### config.mk
export PLATFORM = sky130hd
export DESIGN_NAME = uirq_collector
export DESIGN_NICKNAME = d
export VERILOG_FILES = /design/src/rtl/uirq_pkg.sv /design/src/rtl/uirq_cor_reg.sv /design/src/rtl/uirq_level_reg.sv /design/src/rtl/uirq_top_reg.sv /design/src/rtl/uirq_collector.sv
export SDC_FILE = /design/constraint.sdc
export NUM_CORES = 1
export LEC_CHECK = 0
export ABC_AREA = 0
export CAP_MARGIN = 20
export CORE_UTILIZATION = 36
export CTS_CLUSTER_SIZE = 10
export DETAILED_ROUTE_END_ITERATION = 6
export SLEW_MARGIN = 10
export SYNTH_ARGS = -nofsm -noshare
export SYNTH_HDL_FRONTEND = slang
export SYNTH_SLANG_ARGS = --single-unit
### constraint.sdc
create_clock -name clk -period 1.42 [get_ports clk]
set_input_delay 0.284 -clock clk [delete_from_list [all_inputs] [get_ports clk]]
set_output_delay 0.284 -clock clk [all_outputs]
set_load 0.01 [all_outputs]
### src/rtl/uirq_pkg.sv
package uirq_pkg;
    parameter int ADDR_W = 3;
    localparam logic [ADDR_W-1:0] A_TOP     = 3'd0;
    localparam logic [ADDR_W-1:0] A_LINE    = 3'd1;
    localparam logic [ADDR_W-1:0] A_SPC     = 3'd2;
    localparam logic [ADDR_W-1:0] A_STS     = 3'd3;
    localparam logic [ADDR_W-1:0] A_TOP_EN  = 3'd4;
    localparam logic [ADDR_W-1:0] A_LINE_EN = 3'd5;
    localparam logic [ADDR_W-1:0] A_SPC_EN  = 3'd6;
    localparam logic [ADDR_W-1:0] A_STS_EN  = 3'd7;
    localparam int NUM_SRC = 4;
    localparam int NUM_DETAIL = 3;
endpackage

### src/rtl/uirq_cor_reg.sv
module uirq_cor_reg #(
    parameter int W = 8
) (
    input  logic         clk,
    input  logic         rst_n,
    input  logic [W-1:0] evt,
    input  logic         clr,
    output logic [W-1:0] q
);
    typedef struct packed {
        logic [W-1:0] bits;
    } state_t;

    state_t s_d, s_q;

    always_comb begin
        s_d = s_q;
        if (clr) s_d.bits = '0;
        s_d.bits = s_d.bits | evt;
    end

    always_ff @(posedge clk or negedge rst_n) begin
        if (!rst_n) s_q <= '0;
        else        s_q <= s_d;
    end

    assign q = s_q.bits;

    AST_COR_EVENT_WINS: assert property (@(posedge clk) disable iff (!rst_n)
        (evt != '0) |=> ((q & $past(evt)) == $past(evt)));
    AST_COR_CLEARS: assert property (@(posedge clk) disable iff (!rst_n)
        (clr && evt == '0) |=> (q == '0));
    AST_COR_HOLDS: assert property (@(posedge clk) disable iff (!rst_n)
        (!clr) |=> ((q & $past(q)) == $past(q)));
endmodule

### src/rtl/uirq_level_reg.sv
module uirq_level_reg #(
    parameter int W = 8
) (
    input  logic         clk,
    input  logic         rst_n,
    input  logic [W-1:0] cond,
    output logic [W-1:0] q
);
    typedef struct packed {
        logic [W-1:0] bits;
    } state_t;

    state_t s_d, s_q;

    always_comb begin
        s_d = s_q;
        s_d.bits = cond;
    end

    always_ff @(posedge clk or negedge rst_n) begin
        if (!rst_n) s_q <= '0;
        else        s_q <= s_d;
    end

    assign q = s_q.bits;
endmodule

### src/rtl/uirq_top_reg.sv
module uirq_top_reg #(
    parameter int W    = 8,
    parameter int NSUM = 3,
    localparam int EVW = W - NSUM
) (
    input  logic            clk,
    input  logic            rst_n,
    input  logic [EVW-1:0]  evt,
    input  logic [NSUM-1:0] pend,
    input  logic            clr,
    input  logic [W-1:0]    en,
    output logic [W-1:0]    q,
    output logic            irq_n
);
    typedef struct packed {
        logic [W-1:0] bits;
    } state_t;

    state_t s_d, s_q;

    always_comb begin
        s_d = s_q;
        if (clr) s_d.bits = '0;
        s_d.bits = s_d.bits | {evt, pend};
    end

    always_ff @(posedge clk or negedge rst_n) begin
        if (!rst_n) s_q <= '0;
        else        s_q <= s_d;
    end

    assign q     = s_q.bits;
    assign irq_n = ~|(s_q.bits & en);

    AST_TOP_EVT_LATCH: assert property (@(posedge clk) disable iff (!rst_n)
        (evt != '0) |=> ((q[W-1:NSUM] & $past(evt)) == $past(evt)));
    AST_SUMMARY_SET: assert property (@(posedge clk) disable iff (!rst_n)
        (pend != '0) |=> ((q[NSUM-1:0] & $past(pend)) == $past(pend)));
    AST_TOP_CLEARS: assert property (@(posedge clk) disable iff (!rst_n)
        (clr && evt == '0 && pend == '0) |=> (q == '0));
endmodule

### src/rtl/uirq_collector.sv
module uirq_collector
    import uirq_pkg::*;
#(
    parameter int DW = 8,
    localparam int NSUM = NUM_DETAIL,
    localparam int EVW  = DW - NSUM
) (
    input  logic              clk,
    input  logic              rst_n,
    input  logic              rd_en,
    input  logic [ADDR_W-1:0] rd_addr,
    output logic [DW-1:0]     rd_data,
    input  logic              wr_en,
    input  logic [ADDR_W-1:0] wr_addr,
    input  logic [DW-1:0]     wr_data,
    input  logic [EVW-1:0]    top_evt,
    input  logic [DW-1:0]     line_cond,
    input  logic [DW-1:0]     spc_evt,
    input  logic [DW-1:0]     sts_evt,
    output logic              irq_n
);
    localparam int NCOR = 2;

    typedef struct packed {
        logic [NUM_SRC-1:0][DW-1:0] en;
        logic [DW-1:0]              rdata;
    } state_t;

    state_t s_d, s_q;

    logic [DW-1:0]            top_q;
    logic [DW-1:0]            line_q;
    logic [NCOR-1:0][DW-1:0]  cor_evt;
    logic [NCOR-1:0][DW-1:0]  cor_q;
    logic [NCOR-1:0]          cor_clr;
    logic [NSUM-1:0]          pend;

    assign cor_evt[0] = spc_evt;
    assign cor_evt[1] = sts_evt;
    assign cor_clr[0] = rd_en && (rd_addr == A_SPC);
    assign cor_clr[1] = rd_en && (rd_addr == A_STS);

    uirq_level_reg #(.W(DW)) i_line (
        .clk   (clk),
        .rst_n (rst_n),
        .cond  (line_cond),
        .q     (line_q)
    );

    for (genvar g = 0; g < NCOR; g++) begin : g_cor
        uirq_cor_reg #(.W(DW)) i_cor (
            .clk   (clk),
            .rst_n (rst_n),
            .evt   (cor_evt[g]),
            .clr   (cor_clr[g]),
            .q     (cor_q[g])
        );
    end

    assign pend[0] = |(line_q & s_q.en[1]);
    for (genvar g = 0; g < NCOR; g++) begin : g_pend
        assign pend[g+1] = |(cor_q[g] & s_q.en[g+2]);
    end

    uirq_top_reg #(.W(DW), .NSUM(NSUM)) i_top (
        .clk   (clk),
        .rst_n (rst_n),
        .evt   (top_evt),
        .pend  (pend),
        .clr   (rd_en && (rd_addr == A_TOP)),
        .en    (s_q.en[0]),
        .q     (top_q),
        .irq_n (irq_n)
    );

    always_comb begin
        s_d = s_q;
        if (rd_en) begin
            case (rd_addr)
                A_TOP:   s_d.rdata = top_q;
                A_LINE:  s_d.rdata = line_q;
                A_SPC:   s_d.rdata = cor_q[0];
                A_STS:   s_d.rdata = cor_q[1];
                default: s_d.rdata = s_q.en[rd_addr[1:0]];
            endcase
        end
        if (wr_en && wr_addr[ADDR_W-1]) begin
            s_d.en[wr_addr[1:0]] = wr_data;
        end
    end

    always_ff @(posedge clk or negedge rst_n) begin
        if (!rst_n) s_q <= '0;
        else        s_q <= s_d;
    end

    assign rd_data = s_q.rdata;

    AST_RDATA_HOLD: assert property (@(posedge clk) disable iff (!rst_n)
        (!rd_en) |=> $stable(rd_data));
    AST_LINE_IGNORES_READ: assert property (@(posedge clk) disable iff (!rst_n)
        (rd_en && rd_addr == A_LINE) |=> (line_q == $past(line_cond)));
    AST_IRQ_ON_EVENT: assert property (@(posedge clk) disable iff (!rst_n)
        (((top_evt & s_q.en[0][DW-1:NSUM]) != '0) && !(wr_en && wr_addr == A_TOP_EN))
        |=> !irq_n);
endmodule

After elaboration in Yosys (flattened, before gate mapping)
Index checks and enable logic that the tools add are counted.
Word-level totals
  flip-flop bits (word level): 72
  input port bits: 47
  output and inout bits: 9
  logic and storage cells: 42
Operators by class
  order comparisons: 3
  eq/ne operators: 3
  muxes and demuxes: 9
  bitwise operators: 7
  reductions and logical operators: 11
Operators by type and width (count)
  8-bit two-way mux: 5
  8-bit AND: 4
  32-bit bitwise mux: 1
  8-bit one-hot mux with 4 select lines: 1
  8-bit OR reduction: 4
  8-bit OR: 3
  8-bit binary-select mux with 2-bit select: 1
  8-bit demux with 2-bit select: 1
  3-bit by 2-bit == test with 1-bit output (second input constant): 2
  2-bit by 3-bit less-than comparator with 1-bit output (second input constant): 2
  1-bit logical AND: 5
  3-bit by 1-bit == test with 1-bit output (second input constant): 1
  3-bit logical NOT: 1
  2-bit by 1-bit >= comparator with 1-bit output (second input constant): 1
  1-bit logical NOT: 1

Longest topological paths before layout
  word-level depth: 5
  mapped depth: 5
  gate-level depth less buffers: 3

Cells and area by module
From an unflattened synthesis, not the netlist that was laid out.
Second synthesis, totals
  cells, all modules: 228
  area, all modules: 3258.1 µm²
By module, submodules not included
  uirq_collector: instances 1, cells each 164, area an instance 2225.9 µm², sequential area each 1001.0 µm²
  uirq_cor_reg: instances 2, cells each 17, area an instance 264.0 µm², sequential area each 200.2 µm²
  uirq_top_reg: instances 1, cells each 22, area an instance 304.0 µm², sequential area each 200.2 µm²
  uirq_level_reg: instances 1, cells each 8, area an instance 200.2 µm², sequential area each 200.2 µm²

Worst setup path before layout
OpenSTA, ideal clock, no wires.
  path kind: input port to flip-flop
  start point: in rd_addr[0]
  end point: reg s_q, in the netlist rd_data[2]
  library setup time: 121 ps
  arrival time: 1275 ps
  required time: 1299 ps
  slack: 24 ps
  cell stages on the path: 5
  buffers on the path: 2
  path through: buf_4 -> buf_4 -> mux4_2 -> or2_0 -> a22o_1
Between the ends
  cells in the longest elaborated chain, start to end: 3
  elaborated cells between the ends (all ways): 7
  classes of those cells: 3 x eq/ne; 3 x mux; 1 x reduce/logical
Ends and longest elaborated chain
  start, declared: RTL line uirq_collector.sv:11  | input logic [ADDR_W-1:0] rd_addr,
  8-bit binary-select mux with 2-bit select: RTL line uirq_collector.sv:84  | default: s_d.rdata = s_q.en[rd_addr[1:0]];
  8-bit two-way mux (implied by the code): RTL line uirq_collector.sv:84
  8-bit one-hot mux with 4 select lines (*): RTL line uirq_collector.sv:79  | case (rd_addr)
  end signal, assigned: RTL line uirq_collector.sv:93  | if (!rst_n) s_q <= '0;
  end signal, assigned: RTL line uirq_collector.sv:94  | else s_q <= s_d;
  end, declared: RTL line uirq_collector.sv:29  | state_t s_d, s_q;
Mark *: on every way between the ends. The rest lies on a longest branch, timed or not. The select of a mux whose other input is x is not followed.
A chain may end at the register's enable or synchronous reset.

Final worst setup path
  start point: reg i_top.s_q, in the netlist i_top.q[7]
  end point: out irq_n
Between the ends
  cells in the longest elaborated chain, start to end: 3
Ends and longest elaborated chain
  start, declared: RTL line uirq_top_reg.sv:19  | state_t s_d, s_q;
  start signal, assigned: RTL line uirq_top_reg.sv:28  | if (!rst_n) s_q <= '0;
  start signal, assigned: RTL line uirq_top_reg.sv:29  | else s_q <= s_d;
  8-bit AND: RTL line uirq_top_reg.sv:33  | assign irq_n = ~|(s_q.bits & en);
  8-bit OR reduction: RTL line uirq_top_reg.sv:33
  1-bit logical NOT: RTL line uirq_top_reg.sv:33
  end, declared: RTL line uirq_collector.sv:20  | output logic irq_n
No other way between the ends.

==> key figures <==
Run status
  • Status: complete, but fails checks
  • Failing checks: negative setup slack

Logic synthesis
  • Syn avg cell area: 14.3 um2
  • Synthesized cell area: 3220 um2
  • Asr flop ratio synth: 1.00
  • EDFF count, synth: 0
  • Yosys warns: 0
  • Post-synth top area share: 0.560
  • Synth cell types: 23
  • Syn_nets: 272
  • Post-synthesis sequential area ratio: 0.560
  • Synth Instances: 225
  • Top_reg_cell synth: dfrtp_1
  • Area leader, netlist: dfrtp_1
  • Dominant cells by area after synthesis: dfrtp_1, mux2_2, mux4_2, mux2i_1, a21o_1
  • Yosys reg bits: 72

Floorplan
  • # IOs: 56
  • Chip Height: 96.6 um
  • Total core area: 8680 um2
  • Initial Util: 0.371
  • Die Wd: 96.6 um
  • FP Rows: 34
  • Total die area: 9320 um2

Detailed routing
  • Residual DRC: 0
  • DRT Wirelength: 8310 um
  • Via count: 2323
  • Avg Vias per Cell: 5.30
  • WL per Instance: 19.0 um
  • DRT iter0 DRCs: 188
  • Post-route ant nets: 0
  • First-pass detailed-route iteration total: 4

Placed design
  • Port Buffers: 55
  • Final GP Congestion: 0.805
  • Hpwl dp: 6250 um
  • Pre-CTS setup slack: -0.577 ns

Clock network
  • CTS tree: done
  • Num Clock Sinks: 72
  • Root Buffer: clkbuf_8
  • TritonCTS Buffers: 9
  • H-tree Lvls: 3
  • Clk_lat worst skew: 0.35 ns
  • Worst-case clock buffer depth: 2
  • CTS clock-pin slew for the worst setup and hold paths: 0.08 ns

Critical path
  • Crit path max fanout: 2
  • Crit path capture type: output port
  • Startpoint Class: flip-flop
  • CP Data Required Time: 1.14 ns
  • Crit path kind: reg2out
  • CP Data Arrival Time: 1.31 ns

Global routing
  • Global-route wire length before repair: 13000 um
  • Vias in the first global route: 2378
  • Overflow after GRT: 0
  • Largest net degree at the start of global routing: 73
  • Initial antenna violation count: 0
  • Total GRT Usage: 0.197

STA
  • RSZ-0062 raised after global routing: true
  • Worst-margin pin slew: 0.403 ns
  • Setup violations, final: 9
  • Slew Limit Fails: 0
  • Fin Clk Skew: 0.00647 ns
  • Fmax: 0.626 GHz
  • Tcrit/Tclk final: 1.13
  • Max-slew headroom: 0.731
  • Final Hold Vio Count: 0
  • Setup TNS: -0.540 ns
  • Fin crit period: 1.60 ns
  • Setup WS post-layout: -0.178 ns

Min path
  • HP Class: in2reg

Flow run
  • Max_cap viols: 0

Power
  • Power per cell area: 1260 nW/um2
  • Leak pwr: 0.00191 uW
  • Worst VDD drop: 461 uV

Layout
  • Multi-input gate area: 1310 um2
  • Commonest non-fill, non-tap cell in the layout: dfrtp_1
  • # diodes: 0
  • Fillers: 791
  • Seq. cell area: 1800 um2
  • Nets@finish: 372
  • Share of cells above drive strength 1: 0.345
  • Most frequent cells in the layout: dfrtp_1, clkdlybuf4s50_1, buf_4, mux2_2, a21o_1
  • Area grow syn2layout: 40.4%
sequential cells by signal (all words and copies together) (netlist names):
register and flops:
s_q 32, g_cor.i_cor.q 16, i_line.q 8, i_top.q 8, rd_data 8
report_power, final:
part           internal (uW)  leakage [uW]  switching, uW
sequential              2320      0.000790            215
clock                   1350      0.000134            812
combinational            616      0.000987            385
per-layer routing:
layer	track usage	share of wire	up-vias
met1	0.294	0.48	1166
met3	0.0360	0.052	10
met2	0.286	0.45	80
li1	-	-	1067
met5	0	0	-
met4	0.0699	0.016	0
stage by stage:
| step | std cells | hold WS (ns) | cell area (um2) | util | total power [uW] |
|---|---|---|---|---|---|
| 2_1_floorplan | 225 | -0.0116 | 3220 | - | 3040 |
| 3_3_place_gp | 420 | 0.339 | 4210 | 0.485 | 3570 |
| 3_5_place_dp | 420 | 0.344 | 4210 | 0.485 | 3590 |
| 4_1_cts | 437 | 0.349 | 4510 | 0.520 | 5740 |
| 5_1_grt | 438 | 0.346 | 4520 | 0.521 | 5940 |
| 6_report | 438 | 0.361 | 4520 | 0.521 | 5700 |
critical path, cell delays in order, from the launching register on:
cell and delay [ns]:
dfrtp_1 0.42, a22oi_1 0.18, and4_1 0.23, buf_2 0.14
area by class of cell:
| class | count | area share |
|---|---|---|
| Sequential cell | 72 | 0.399 |
| Multi-Input combinational cell | 134 | 0.290 |
| Timing Repair Buffer | 107 | 0.222 |
| Clock inverter | 7 | 0.0316 |
| Tap cell | 108 | 0.0299 |
| Clock buffer | 9 | 0.0274 |
| Inverter | 1 | 0.000830 |
synth_stat cells, drive strengths merged, types with 2 or more instances:
cell,count
nand2,4
a221oi,11
nand4b,3
a22oi,10
a21o,21
a22o,11
mux4,8
or4b,2
buf,15
or2,8
mux2,32
mux2i,16
nand4,4
dfrtp,72
clkbuf,3
cell families after synthesis:
group	after synthesis	share of synthesized area
simple gates	25	0.0525
mux	56	0.218
flops	72	0.560
buf+inv	19	0.0381
compound gates	53	0.132
what timing repair did:
| item | 4_1_cts | 5_1_grt |
|---|---|---|
| hold endpoints to repair | 72 | 0 |
| hold buffers | 1 | 0 |
| gates cloned | 0 | 0 |
| resized for setup | 29 | 0 |
| pin swaps | 4 | 2 |
| setup buffers | 0 | 1 |
| setup endpoints to repair | 33 | 9 |
final timing paths:
check,startpoint,endpoint,slack (ns),cells after the start
max,i_top.q[7]$_DFF_PN0_,irq_n,-0.18,3
min,line_cond[4],i_line.q[4]$_DFF_PN0_,0.36,1
max reg2reg,i_top.q[5]$_DFF_PN0_,rd_data[5]$_DFFE_PN0P_,-0.13,5
min reg2reg,rd_data[0]$_DFFE_PN0P_,rd_data[0]$_DFFE_PN0P_,0.51,1
max in group asynchronous,rst_n,g_cor[1].i_cor.q[1]$_DFF_PN0_,0.61,3
min in group asynchronous,rst_n,i_line.q[5]$_DFF_PN0_,0.46,3
Note: power is estimated with default switching activity, not from simulation.
